[src/rtl/psm_pkg.sv]
package psm_pkg;
  typedef enum logic [2:0] {
    HS_CRIT   = 3'b000,
    HS_ACTIVE = 3'b001,
    HS_SUSP   = 3'b010,
    HS_LID    = 3'b011
  } host_st_e;

  typedef enum logic [1:0] {
    LV_STOP = 2'b00,
    LV_WAIT = 2'b01,
    LV_RUN  = 2'b10
  } level_e;

  localparam int OVR_W       = 3;
  localparam int OVR_KBD_OFF = 0;
  localparam int OVR_PTR_OFF = 1;
  localparam int OVR_RUN     = 2;

  function automatic host_st_e decode_host(input logic pg, input logic lid_n,
                                           input logic susp_n);
    if (!pg)          return HS_CRIT;
    else if (!lid_n)  return HS_LID;
    else if (!susp_n) return HS_SUSP;
    else              return HS_ACTIVE;
  endfunction
endpackage

[src/rtl/psm_sync_filter.sv]
module psm_sync_filter #(
  parameter int   DEB_CYCLES = 4,
  parameter logic RST_VAL    = 1'b0
) (
  input  logic clk,
  input  logic rst_n,
  input  logic raw_i,
  output logic filt_o
);
  localparam int CW = $clog2(DEB_CYCLES + 1);

  logic          s1_q, s2_q, filt_q;
  logic [CW-1:0] cnt_q;

  always_ff @(posedge clk or negedge rst_n) begin
    if (!rst_n) begin
      s1_q   <= RST_VAL;
      s2_q   <= RST_VAL;
      filt_q <= RST_VAL;
      cnt_q  <= '0;
    end else begin
      s1_q <= raw_i;
      s2_q <= s1_q;
      if (s2_q != filt_q) begin
        if (cnt_q == CW'(DEB_CYCLES - 1)) begin
          filt_q <= s2_q;
          cnt_q  <= '0;
        end else begin
          cnt_q <= cnt_q + 1'b1;
        end
      end else begin
        cnt_q <= '0;
      end
    end
  end

  assign filt_o = filt_q;
endmodule

[src/rtl/psm_host_fsm.sv]
module psm_host_fsm
  import psm_pkg::*;
(
  input  logic             clk,
  input  logic             rst_n,
  input  logic             pg_i,
  input  logic             lid_n_i,
  input  logic             susp_n_i,
  input  logic [OVR_W-1:0] ovr_i,
  input  logic             evt_ready_i,
  output logic [2:0]       state_o,
  output logic             evt_valid_o,
  output logic [2:0]       evt_code_o,
  output logic             kbd_en_o,
  output logic             ptr_en_o
);
  host_st_e state_q, rep_q, code_q;
  logic     pend_q;

  always_ff @(posedge clk or negedge rst_n) begin
    if (!rst_n) begin
      state_q <= HS_CRIT;
      rep_q   <= HS_CRIT;
      code_q  <= HS_CRIT;
      pend_q  <= 1'b0;
    end else begin
      state_q <= decode_host(pg_i, lid_n_i, susp_n_i);
      if (pend_q) begin
        if (evt_ready_i) begin
          pend_q <= 1'b0;
          rep_q  <= code_q;
        end
      end else if (state_q != rep_q) begin
        pend_q <= 1'b1;
        code_q <= state_q;
      end
    end
  end

  assign state_o     = state_q;
  assign evt_valid_o = pend_q;
  assign evt_code_o  = code_q;
  assign kbd_en_o    = ((state_q == HS_ACTIVE) || (state_q == HS_SUSP)) && !ovr_i[OVR_KBD_OFF];
  assign ptr_en_o    = (state_q == HS_ACTIVE) && !ovr_i[OVR_PTR_OFF];
endmodule

[src/rtl/psm_level_ctl.sv]
module psm_level_ctl
  import psm_pkg::*;
(
  input  logic       clk,
  input  logic       rst_n,
  input  logic       run_cause_i,
  input  logic       wait_cause_i,
  output logic [1:0] level_o,
  output logic       osc_en_o,
  output logic       run_req_o
);
  level_e level_q;

  always_ff @(posedge clk or negedge rst_n) begin
    if (!rst_n)            level_q <= LV_STOP;
    else if (run_cause_i)  level_q <= LV_RUN;
    else if (wait_cause_i) level_q <= LV_WAIT;
    else                   level_q <= LV_STOP;
  end

  assign level_o   = level_q;
  assign osc_en_o  = (level_q != LV_STOP);
  assign run_req_o = (level_q == LV_RUN);
endmodule

[src/rtl/pwr_state_monitor.sv]
module pwr_state_monitor
  import psm_pkg::*;
#(
  parameter int GINT_W     = 2,
  parameter int PWM_CH     = 2,
  parameter int DEB_CYCLES = 4,
  localparam int IRQ_W     = GINT_W + 2
) (
  input  logic              clk,
  input  logic              rst_n,
  input  logic              pwr_good_i,
  input  logic              lid_n_i,
  input  logic              host_susp_n_i,
  input  logic [GINT_W-1:0] gint_n_i,
  input  logic [OVR_W-1:0]  sw_ovr_i,
  input  logic              led_blink_i,
  input  logic [PWM_CH-1:0] pwm_on_i,
  input  logic              host_xfer_i,
  output logic [2:0]        host_state_o,
  output logic              evt_valid_o,
  input  logic              evt_ready_i,
  output logic [2:0]        evt_code_o,
  output logic [IRQ_W-1:0]  irq_o,
  output logic              kbd_en_o,
  output logic              ptr_en_o,
  output logic [1:0]        level_o,
  output logic              osc_en_o,
  output logic              clk_run_req_o
);
  localparam int NLINES = GINT_W + 3;

  logic [NLINES-1:0] raw_w, filt_w;
  logic [IRQ_W-1:0]  irq_src_w, irq_src_d_q, irq_q;

  assign raw_w = {gint_n_i, host_susp_n_i, lid_n_i, pwr_good_i};

  for (genvar i = 0; i < NLINES; i++) begin : g_line
    psm_sync_filter #(
      .DEB_CYCLES(DEB_CYCLES),
      .RST_VAL   ((i == 0) ? 1'b0 : 1'b1)
    ) u_filt (
      .clk   (clk),
      .rst_n (rst_n),
      .raw_i (raw_w[i]),
      .filt_o(filt_w[i])
    );
  end

  assign irq_src_w = {filt_w[NLINES-1:3], filt_w[1], filt_w[0]};

  always_ff @(posedge clk or negedge rst_n) begin
    if (!rst_n) begin
      irq_src_d_q <= {{GINT_W{1'b1}}, 1'b1, 1'b0};
      irq_q       <= '0;
    end else begin
      irq_src_d_q <= irq_src_w;
      irq_q       <= irq_src_w ^ irq_src_d_q;
    end
  end

  assign irq_o = irq_q;

  psm_host_fsm u_fsm (
    .clk        (clk),
    .rst_n      (rst_n),
    .pg_i       (filt_w[0]),
    .lid_n_i    (filt_w[1]),
    .susp_n_i   (filt_w[2]),
    .ovr_i      (sw_ovr_i),
    .evt_ready_i(evt_ready_i),
    .state_o    (host_state_o),
    .evt_valid_o(evt_valid_o),
    .evt_code_o (evt_code_o),
    .kbd_en_o   (kbd_en_o),
    .ptr_en_o   (ptr_en_o)
  );

  logic run_cause_w, wait_cause_w;
  assign run_cause_w  = host_xfer_i | evt_valid_o | (|irq_q) |
                        ~(&filt_w[NLINES-1:3]) | sw_ovr_i[OVR_RUN];
  assign wait_cause_w = led_blink_i | (|pwm_on_i);

  psm_level_ctl u_lvl (
    .clk         (clk),
    .rst_n       (rst_n),
    .run_cause_i (run_cause_w),
    .wait_cause_i(wait_cause_w),
    .level_o     (level_o),
    .osc_en_o    (osc_en_o),
    .run_req_o   (clk_run_req_o)
  );
endmodule

[config.mk]
export PLATFORM = sky130hd
export DESIGN_NAME = pwr_state_monitor
export DESIGN_NICKNAME = d
export VERILOG_FILES = /design/src/rtl/psm_pkg.sv /design/src/rtl/psm_sync_filter.sv /design/src/rtl/psm_host_fsm.sv /design/src/rtl/psm_level_ctl.sv /design/src/rtl/pwr_state_monitor.sv
export SDC_FILE = /design/constraint.sdc
export NUM_CORES = 1
export LEC_CHECK = 0
export ABC_AREA = 1
export BUFFER_PORTS_ARGS = -buffer_cell sky130_fd_sc_hd__buf_2
export CAP_MARGIN = 20
export CORE_UTILIZATION = 30
export CTS_BUF_LIST = sky130_fd_sc_hd__clkbuf_8
export CTS_CLUSTER_SIZE = 30
export DETAILED_ROUTE_END_ITERATION = 7
export PLACE_DENSITY = 0.47
export SYNTH_ARGS = -nofsm -noshare
export SYNTH_HDL_FRONTEND = slang
export SYNTH_SLANG_ARGS = --single-unit
[constraint.sdc]
create_clock -name clk -period 1.85 [get_ports clk]
set_clock_uncertainty 0.2 [all_clocks]
set_input_delay 0.185 -clock clk [delete_from_list [all_inputs] [get_ports clk]]
set_output_delay 0.185 -clock clk [all_outputs]
set_load 0.03 [all_outputs]
==> metrics, run 1 <==
worst path bufs/invs=3; Final Critical Period=approximately 1700 ps; PwrDens=1540 nW/µm²; gr ovfl total=0; H-tree depth=2; die area=6140 µm²; R2R Setup Slk=180 ps; Least-Margin Pin Slew=roughly 580 ps; Die W=78.4 µm; startpoint types=input pin; CP most frequent cell=dlygate4sd3_1; Leakage=1.08 nW; period utilization=0.918; Worst setup EP type=flop; Final Util=0.392; # IOs=32; Worst-Skew Late Latency=between 200 and 300 ps; Syn. warnings=0; CP max FO=2; Worst EP required=1880 ps; crit path cell chain=dlygate4sd3_1, buf_2, nor2_1, nand4_1, nor3_1, dlygate4sd3_1; vias=1133; Mean Syn Cell Area=11.4 µm²; hold path startpoint=g_line[4].u_filt.s1_q$_DFF_PN1_; Non-Filler Instances=272; MaxCap Viol Count=0; CTS Buf Count=5; Clock Sink Count=47; maximum root-to-sink buffer count=2; HP Class=flop to flop; initial antenna violation count=0; commonest non-fill, non-tap cells in the layout=32 x dfrtp_1, 30 x nand2_1, 29 x buf_2; Cells after Synth=about 150; RSZ-0062 raised after global routing=false; nets=220; fmax=0.589 GHz; gpl congestion=0.712; Post-Route Setup TNS=0 ps; DRC violation total after the first TritonRoute iteration=25; Setup CP Type=input pin to flop; DR WL/cell=10.0 µm; vias in the first global route=about 1100; Ant. Diodes=0; Antenna Nets Post-Route=0; largest net degree at the start of global routing=48; GRT Util Overall=0.101; row cnt=27; DP Cell Count=around 250; Slew HR=0.614; DPL Wire Length=1950 µm; initial core utilization=0.314; final hold vios=0; Pins Over Slew Limit=0; vias per inst=around 4.2; flop and latch count out of synthesis=47; core region area=~5600 µm²; die height=78.4 µm; DRT Pass-1 Iters=4; delay-heaviest family, CP=buffers and inverters; post-synthesis sequential area ratio=0.683; status=completed; Area growth syn-to-layout=25.0%; clock-pin slew on the worst setup and hold paths=80 ps; VDD IR-drop max=approximately 0.00048 V; synth unique cells=18; Slowest-stage cell, CP=dlygate4sd3_1; Port Buf Inserts=29; DP Worst Slack=roughly 500 ps; FF-to-FF Start=g_line[4].u_filt.filt_o$_DFFE_PN1P_; Synth Cell Area=1750 µm²; CP arrival=1730 ps; worst-case hold slack=152 ps; first-pass GRT wire length=4710 µm; share of cells above drive strength 1=0.270; worst setup margin=151 ps; DRC viols=0; most common cell after layout, fill and taps aside=dfrtp_1; Critical path origin=host_xfer_i; Final setup viols=0; Total Wirelength=2720 µm; Max stage delay on crit path=roughly 570 ps; CTS root buffer=clkbuf_8; CTS tree=done
## per-stage QoR
stage | instance area (µm²) | total power [mW]
after floorplan | 1750 | 2.38
after global placement | 1980 | 2.65
after detailed placement | 1980 | 2.70
after CTS | 2190 | 3.44
after global routing | 2190 | 3.63
final | 2190 | 3.37
## cell usage after synthesis
library cell / instances / area (µm²)
dfstp_2: 15 / 394
ha_1: 6 / 75.1
nor3_1: 8 / 40.0
nor3b_1: 3 / 22.5
xor2_1: 4 / 35.0
dfrtp_1: 32 / 801
a21oi_1: 6 / 30.0
nand2_1: 30 / 113
nand3_1: 3 / 15.0
inv_1: 16 / 60.1
o21ai_0: 2 / 10.0
nor3b_2: 1 / 12.5
nor2_1: 16 / 60.1
buf_4: 2 / 15.0
or2_2: 2 / 12.5
conb_1: 1 / 3.75
xnor2_1: 5 / 43.8
nand4_1: 1 / 6.26
## sequential cells by signal, summed over array words and instances (netlist names)
register and cells:
u_fsm.rep_q 2, irq_src_d_q 4, irq_o 4, u_fsm.evt_valid_o 1, u_fsm.evt_code_o 2, u_lvl.level_o 2
g_line.u_filt.cnt_q 15, u_fsm.state_o 2, g_line.u_filt.filt_o 5, g_line.u_filt.s1_q 5, g_line.u_filt.s2_q 5
## power breakdown
part | switching, mW | internal, mW
Combinational | 0.655 | 0.381
Clock | 0.314 | 0.393
Sequential | 0.227 | 1.40
## final timing paths
kind | end | cells after the start
hold reg to reg | g_line[4].u_filt.s2_q$_DFF_PN1_ | 0
hold / removal | g_line[4].u_filt.s2_q$_DFF_PN1_ | 0
max in group asynchronous | g_line[2].u_filt.s2_q$_DFF_PN1_ | 3
setup / recovery | u_lvl.level_o[0]$_DFF_PN0_ | 6
setup reg to reg | u_lvl.level_o[0]$_DFF_PN0_ | 3
min in group asynchronous | g_line[2].u_filt.cnt_q[0]$_DFF_PN0_ | 3
## kinds of logic after synthesis
family / synth area share
flops: 0.683
other cells: 0.00214
fa+ha+maj: 0.0429
simple gates: 0.161
xor+xnor: 0.0451
buf+inv: 0.0429
compound gates: 0.0229
## repair_timing
item / CTS / global route
hold buffers: 10 / 0
endpoints found under the hold margin: 40 / 0
gates resized for setup: 0 / 0
setup buffers: 0 / 0
## per-layer routing
metal | global-route usage | wire [µm] | share of wire | up-vias
li1 | - | - | - | 567
met1 | 0.116 | 1250 | 0.46 | 533
met2 | 0.165 | 1300 | 0.48 | 29
met3 | 0.0267 | 139 | 0.051 | 4
met4 | 0.0667 | 38 | 0.014 | 0
met5 | 0 | 0 | 0 | -
## layout make-up
type	instances	area, µm²
well taps	72	90.1
repair buffers	40	253
multi-input cells	89	483
clock inverters	3	37.5
flip-flops and latches	47	1190
clock buffers	5	68.8
inverters	16	60.1
fillers	560	3390
(Power assumes the default switching activity.)
==> run 2: changes to the inputs <==
==> constraint.sdc (replaced) <==
create_clock -name clk -period 1.6 [get_ports clk]
set_clock_uncertainty 0.2 [all_clocks]
set_input_delay 0.16 -clock clk [delete_from_list [all_inputs] [get_ports clk]]
set_output_delay 0.16 -clock clk [all_outputs]
set_load 0.03 [all_outputs]
==> metrics, run 2 (synthesis results as in run 1) <==
status=completed; Sw Ratio=0.361 (+0.00654); startpoint types=flop; DP Cell Count=254 (unchanged); Worst Reg-to-Reg Cells=2 (-1); Largest register FFs=15 (unchanged); Final setup viols=0 (unchanged); Port Buf Inserts=29 (unchanged); DP Worst Slack=250 ps (-240 ps); core region area=5570 µm² (unchanged); die area=6140 µm² (unchanged); Biggest register=g_line.u_filt.cnt_q; cell-internal power=2.57 mW (+18%); commonest non-fill, non-tap cells in the layout=32 x dfrtp_1, 30 x nand2_1, 27 x buf_2; Die W=78.4 µm (unchanged); PwrDens=1780 nW/µm² (+15%); sequential power share=0.466 (-0.017); Worst EP required=1240 ps (-640 ps); hold path startpoint=g_line[0].u_filt.s1_q$_DFF_PN0_; R2R Setup Slk=300 ps (+120 ps); MaxCap Viol Count=0 (unchanged); initial core utilization=0.314 (unchanged); most common cell after layout, fill and taps aside=dfrtp_1; largest net degree at the start of global routing=48 (unchanged); worst setup margin=60.0 ps (-91.3 ps); HP Class=flop to flop; CP max FO=2 (unchanged); CP arrival=1180 ps (-550 ps); DRC violation total after the first TritonRoute iteration=30 (+20%); VDD IR-drop max=0.000585 V (+23%); fmax=0.649 GHz; reg2reg end=u_lvl.level_o[1]$_DFF_PN0_; FF-to-FF Start=g_line[4].u_filt.filt_o$_DFFE_PN1P_; Ant. Diodes=0 (unchanged); gr ovfl total=0 (unchanged); Final Critical Period=1540 ps; CTS Buf Count=5 (unchanged); Worst-Skew Late Latency=300 ps (about the same); Clock Sink Count=47 (unchanged); # IOs=32 (unchanged); DPL Wire Length=1910 µm (-2.1%); worst-case hold slack=153 ps (+1.15 ps); hold endpoint=g_line[0].u_filt.s2_q$_DFF_PN0_; Antenna Nets Post-Route=0 (unchanged); final hold vios=0 (unchanged); switching power=1.45 mW (+21%); initial antenna violation count=0 (unchanged); DRC viols=0 (unchanged); gpl congestion=0.738 (+3.6%); DR WL/cell=10.0 µm (-0.18%); vias in the first global route=1119 (+1.1%); GRT Util Overall=0.104 (+0.00281); Worst setup EP type=output port; clock-pin slew on the worst setup and hold paths=80 ps (about the same); CTS root buffer=clkbuf_8; Setup CP Type=flop to output port; nets=224 (+1.8%); row cnt=27 (unchanged); DRT Pass-1 Iters=4 (unchanged); maximum root-to-sink buffer count=2 (unchanged); first-pass GRT wire length=4790 µm (+1.6%); die height=78.4 µm (unchanged); Pins Over Slew Limit=0 (unchanged); share of cells above drive strength 1=0.314 (+0.0437); vias per inst=4.08 (-2.0%); CTS tree=done; period utilization=0.963; Final Util=0.406 (+0.0137); Area growth syn-to-layout=29.4%; Leakage=1.10 nW (+1.3%); clock network fraction of total power=0.193 (-0.017); hold-critical path depth=0 (unchanged); vias=1127 (-0.53%); Non-Filler Instances=276 (+1.5%); combinational share of power=0.342 (+0.035); Total Wirelength=2760 µm (+1.3%); H-tree depth=2 (unchanged)
run 2: cell count changes in the layout (fill, tap and decap cells not counted), moves of 2 or more:
cell / previous run / this run
inv_1: 18 / 14
buf_4: 1 / 4
buf_2: 29 / 27
clkbuf_8: 5 / 7
inv_2: 0 / 2
run 2: area by class of cell:
type                    count  area [µm²]
well taps                  72        90.1
flip-flops and latches     47        1190
repair buffers             44         307
fillers                   537        3310
inverters                  16        60.1
clock buffers               7        96.3
multi-input cells          89         508
clock inverters             1        7.51
run 2: how the worst max path moves through the flow:
| stage | startpoint | to | slack, ps | depth (start not counted) |
|---|---|---|---|---|
| after floorplan | u_fsm.state_o[1]$_DFF_PN0_ | kbd_en_o | 70 | 3 |
| after global placement | u_fsm.state_o[0]$_DFF_PN0_ | kbd_en_o | 270 | 3 |
| after detailed placement | u_fsm.state_o[1]$_DFF_PN0_ | kbd_en_o | 250 | 4 |
| after CTS | u_fsm.state_o[1]$_DFF_PN0_ | kbd_en_o | 9 | 4 |
| after global routing | led_blink_i | u_lvl.level_o[0]$_DFF_PN0_ | -20 | 5 |
| final | u_fsm.state_o[1]$_DFF_PN0_ | kbd_en_o | 60 | 4 |
run 2: through the flow:
stage | power, mW | cell area (µm²) | TNS [ps]
final | 4.02 | 2260 | 0
after floorplan | 2.76 | 1760 | 0
after CTS | 4.04 | 2240 | 0
after global routing | 4.35 | 2260 | -18.1
after global placement | 3.07 | 2000 | 0
after detailed placement | 3.13 | 2000 | 0
run 2: power groups by stage:
stage | combinational [mW] | sequential [mW] | clock, mW
after CTS | 1.34 | 1.88 | 0.821
final | 1.37 | 1.87 | 0.775
after floorplan | 0.674 | 2.09 | 0
after global placement | 1.19 | 1.89 | 0
after global routing | 1.55 | 1.93 | 0.863
after detailed placement | 1.21 | 1.91 | 0
run 2: metal layers:
layer	wire length, µm	vias to the layer above	track usage
li1	-	571	-
met1	1240	522	0.123
met2	1300	28	0.165
met3	149	6	0.0360
met4	65	0	0.0556
met5	0	-	0
run 2: repair_timing:
action,4_1_cts,5_1_grt
hold buffers,11,0
setup endpoints to repair,2,3
gates resized for setup,4,5
pin swaps,1,1
endpoints found under the hold margin,57,0
setup buffers,2,1
run 2: worst max-delay path, stage by stage, from the launching register on:
cell	delay, ps
dfrtp_1	400
inv_2	80
ha_4	200
nor2_4	80
buf_6	130
==> run 3: changes to the inputs <==
--- a/config.mk
+++ b/config.mk
@@ -6,13 +6,13 @@
 export NUM_CORES = 1
 export LEC_CHECK = 0
 export ABC_AREA = 1
-export BUFFER_PORTS_ARGS = -buffer_cell sky130_fd_sc_hd__buf_2
 export CAP_MARGIN = 20
 export CORE_UTILIZATION = 30
 export CTS_BUF_LIST = sky130_fd_sc_hd__clkbuf_8
 export CTS_CLUSTER_SIZE = 30
 export DETAILED_ROUTE_END_ITERATION = 7
-export PLACE_DENSITY = 0.47
+export DONT_BUFFER_PORTS = 1
+export PLACE_DENSITY = 0.43
 export SYNTH_ARGS = -nofsm -noshare
 export SYNTH_HDL_FRONTEND = slang
 export SYNTH_SLANG_ARGS = --single-unit
==> metrics, run 3 (synthesis results as in run 1) <==
initial antenna violation count=0 (unchanged); Ant. Diodes=0 (unchanged); CP arrival=1180 ps (about the same); gpl congestion=0.779 (+5.7%); delay-heaviest family, CP=flip-flops; Worst EP required=1240 ps (about the same); vias in the first global route=1094 (-2.2%); HP Class=flop to flop; core region area=5570 µm² (unchanged); Leakage=1.02 nW (-6.9%); crit path cell chain=or2_2; Antenna Nets Post-Route=0 (unchanged); VDD IR-drop max=0.000659 V (+13%); Biggest register=g_line.u_filt.cnt_q; fmax=0.647 GHz (-0.29%); worst path bufs/invs=0 (-2); final total power=3.89 mW (-3.2%); Largest register FFs=15 (unchanged); switching power=1.43 mW (-1.7%); Max stage delay on crit path=490 ps (+90 ps); CP max FO=3 (+1); startpoint types=flop; CTS Buf Count=5 (unchanged); initial core utilization=0.314 (unchanged); worst-case hold slack=152 ps (-1.09 ps); footprint of the multi-input gates=503 µm² (-0.99%); first-pass GRT wire length=4710 µm (-1.7%); share of cells above drive strength 1=0.230 (-0.0842); GRT Util Overall=0.100 (-0.00351); DPL Wire Length=1850 µm (-3.2%); nets=203 (-9.4%); CTS tree=done; Worst setup EP type=output port; Area growth syn-to-layout=23.2%; status=completed; Final Critical Period=1540 ps (+4.50 ps); PwrDens=1810 nW/µm² (+1.6%); DRC viols=0 (unchanged); gr ovfl total=0 (unchanged); Worst-Skew Late Latency=290 ps (about the same); RSZ-0062 raised after global routing=false; Final setup viols=0 (unchanged); largest net degree at the start of global routing=48 (unchanged); Port Buf Inserts=0 (-100%); clock-pin slew on the worst setup and hold paths=80 ps (about the same); sequential power share=0.496 (+0.030); cell-internal power=2.46 mW (-4.1%); maximum root-to-sink buffer count=2 (unchanged); clock network fraction of total power=0.170 (-0.023); vias per inst=4.13 (+1.1%); DR WL/cell=10.5 µm (+4.7%); Clock Sink Count=47 (unchanged); Die W=78.4 µm (unchanged); die height=78.4 µm (unchanged); H-tree depth=2 (unchanged); Total Wirelength=2670 µm (-3.3%); combinational share of power=0.333 (-0.009); die area=6140 µm² (unchanged); filler cell count=561 (+4.5%); row cnt=27 (unchanged); final hold vios=0 (unchanged); DRC violation total after the first TritonRoute iteration=32 (+6.7%); Post-Route Setup TNS=0 ps (unchanged); Pins Over Slew Limit=0 (unchanged); commonest non-fill, non-tap cells in the layout=30 x nand2_1, 30 x dfrtp_1, 16 x inv_1; Setup CP Type=flop to output port; period utilization=0.965 (+0.00282); storage element area=1200 µm² (+0.21%); Slowest-stage cell, CP=dfrtp_2; CTS root buffer=clkbuf_8; vias=1053 (-6.6%); DRT Pass-1 Iters=2 (-2); # IOs=32 (unchanged); MaxCap Viol Count=0 (unchanged); Sw Ratio=0.367 (+0.00583)
run 3: cell count changes in the layout (fill, tap and decap cells not counted), sizes merged:
cell and change:
buf -21, clkbuf -2, clkinv +1, clkinvlp -1, inv +2
run 3: layout make-up:
| type | count | share of cell area |
|---|---|---|
| clock buffer | 5 | 0.0319 |
| clock inverter | 3 | 0.00580 |
| inverter | 16 | 0.0279 |
| multi-input combinational | 89 | 0.233 |
| sequential | 47 | 0.555 |
| tap | 72 | 0.0418 |
| timing repair buffer | 23 | 0.104 |
run 3: per-stage QoR:
step,area (µm²),setup slack [ps],utilization,std cells
global placement,1910,323,0.342,234
finish,2160,55.5,0.387,255
detailed placement,1910,304,0.342,234
floorplan,1760,66.2,-,154
CTS,2150,5.16,0.386,255
global route,2160,0.189,0.387,255
run 3: repair_timing:
item	in CTS	in global routing
hold endpoints to repair	57	0
resized for setup	4	3
endpoints found under the setup margin	2	4
setup buffers	1	0
pin swaps	1	1
hold buffers	12	0
run 3: metal layers:
| metal | wire (µm) | part of all wire | GRT usage |
|---|---|---|---|
| met1 | 1230 | 0.46 | 0.114 |
| met2 | 1240 | 0.46 | 0.168 |
| met3 | 159 | 0.060 | 0.0337 |
| met4 | 46 | 0.017 | 0.0500 |
| met5 | 0 | 0 | 0 |
run 3: power by group through the flow:
stage / clock [mW] / sequential, mW / combinational (mW)
3_3_place_gp: 0 / 1.93 / 1.14
5_1_grt: 0.760 / 1.99 / 1.47
2_1_floorplan: 0 / 2.09 / 0.674
6_report: 0.663 / 1.93 / 1.30
4_1_cts: 0.716 / 1.94 / 1.30
3_5_place_dp: 0 / 1.96 / 1.18
run 3: final timing paths:
kind / start / endpoint / slack (ps) / cells past startpoint
worst max-delay path: u_lvl.level_o[0]$_DFF_PN0_ / osc_en_o / 60 / 1
worst min-delay path: g_line[0].u_filt.s1_q$_DFF_PN0_ / g_line[0].u_filt.s2_q$_DFF_PN0_ / 150 / 0
worst max register to register: u_fsm.state_o[1]$_DFF_PN0_ / u_fsm.evt_code_o[0]$_DFFE_PN0P_ / 180 / 8
worst min register to register: g_line[0].u_filt.s1_q$_DFF_PN0_ / g_line[0].u_filt.s2_q$_DFF_PN0_ / 150 / 0
max in group asynchronous: rst_n / g_line[1].u_filt.s1_q$_DFF_PN1_ / 760 / 2
min in group asynchronous: rst_n / g_line[4].u_filt.cnt_q[2]$_DFF_PN0_ / 170 / 2
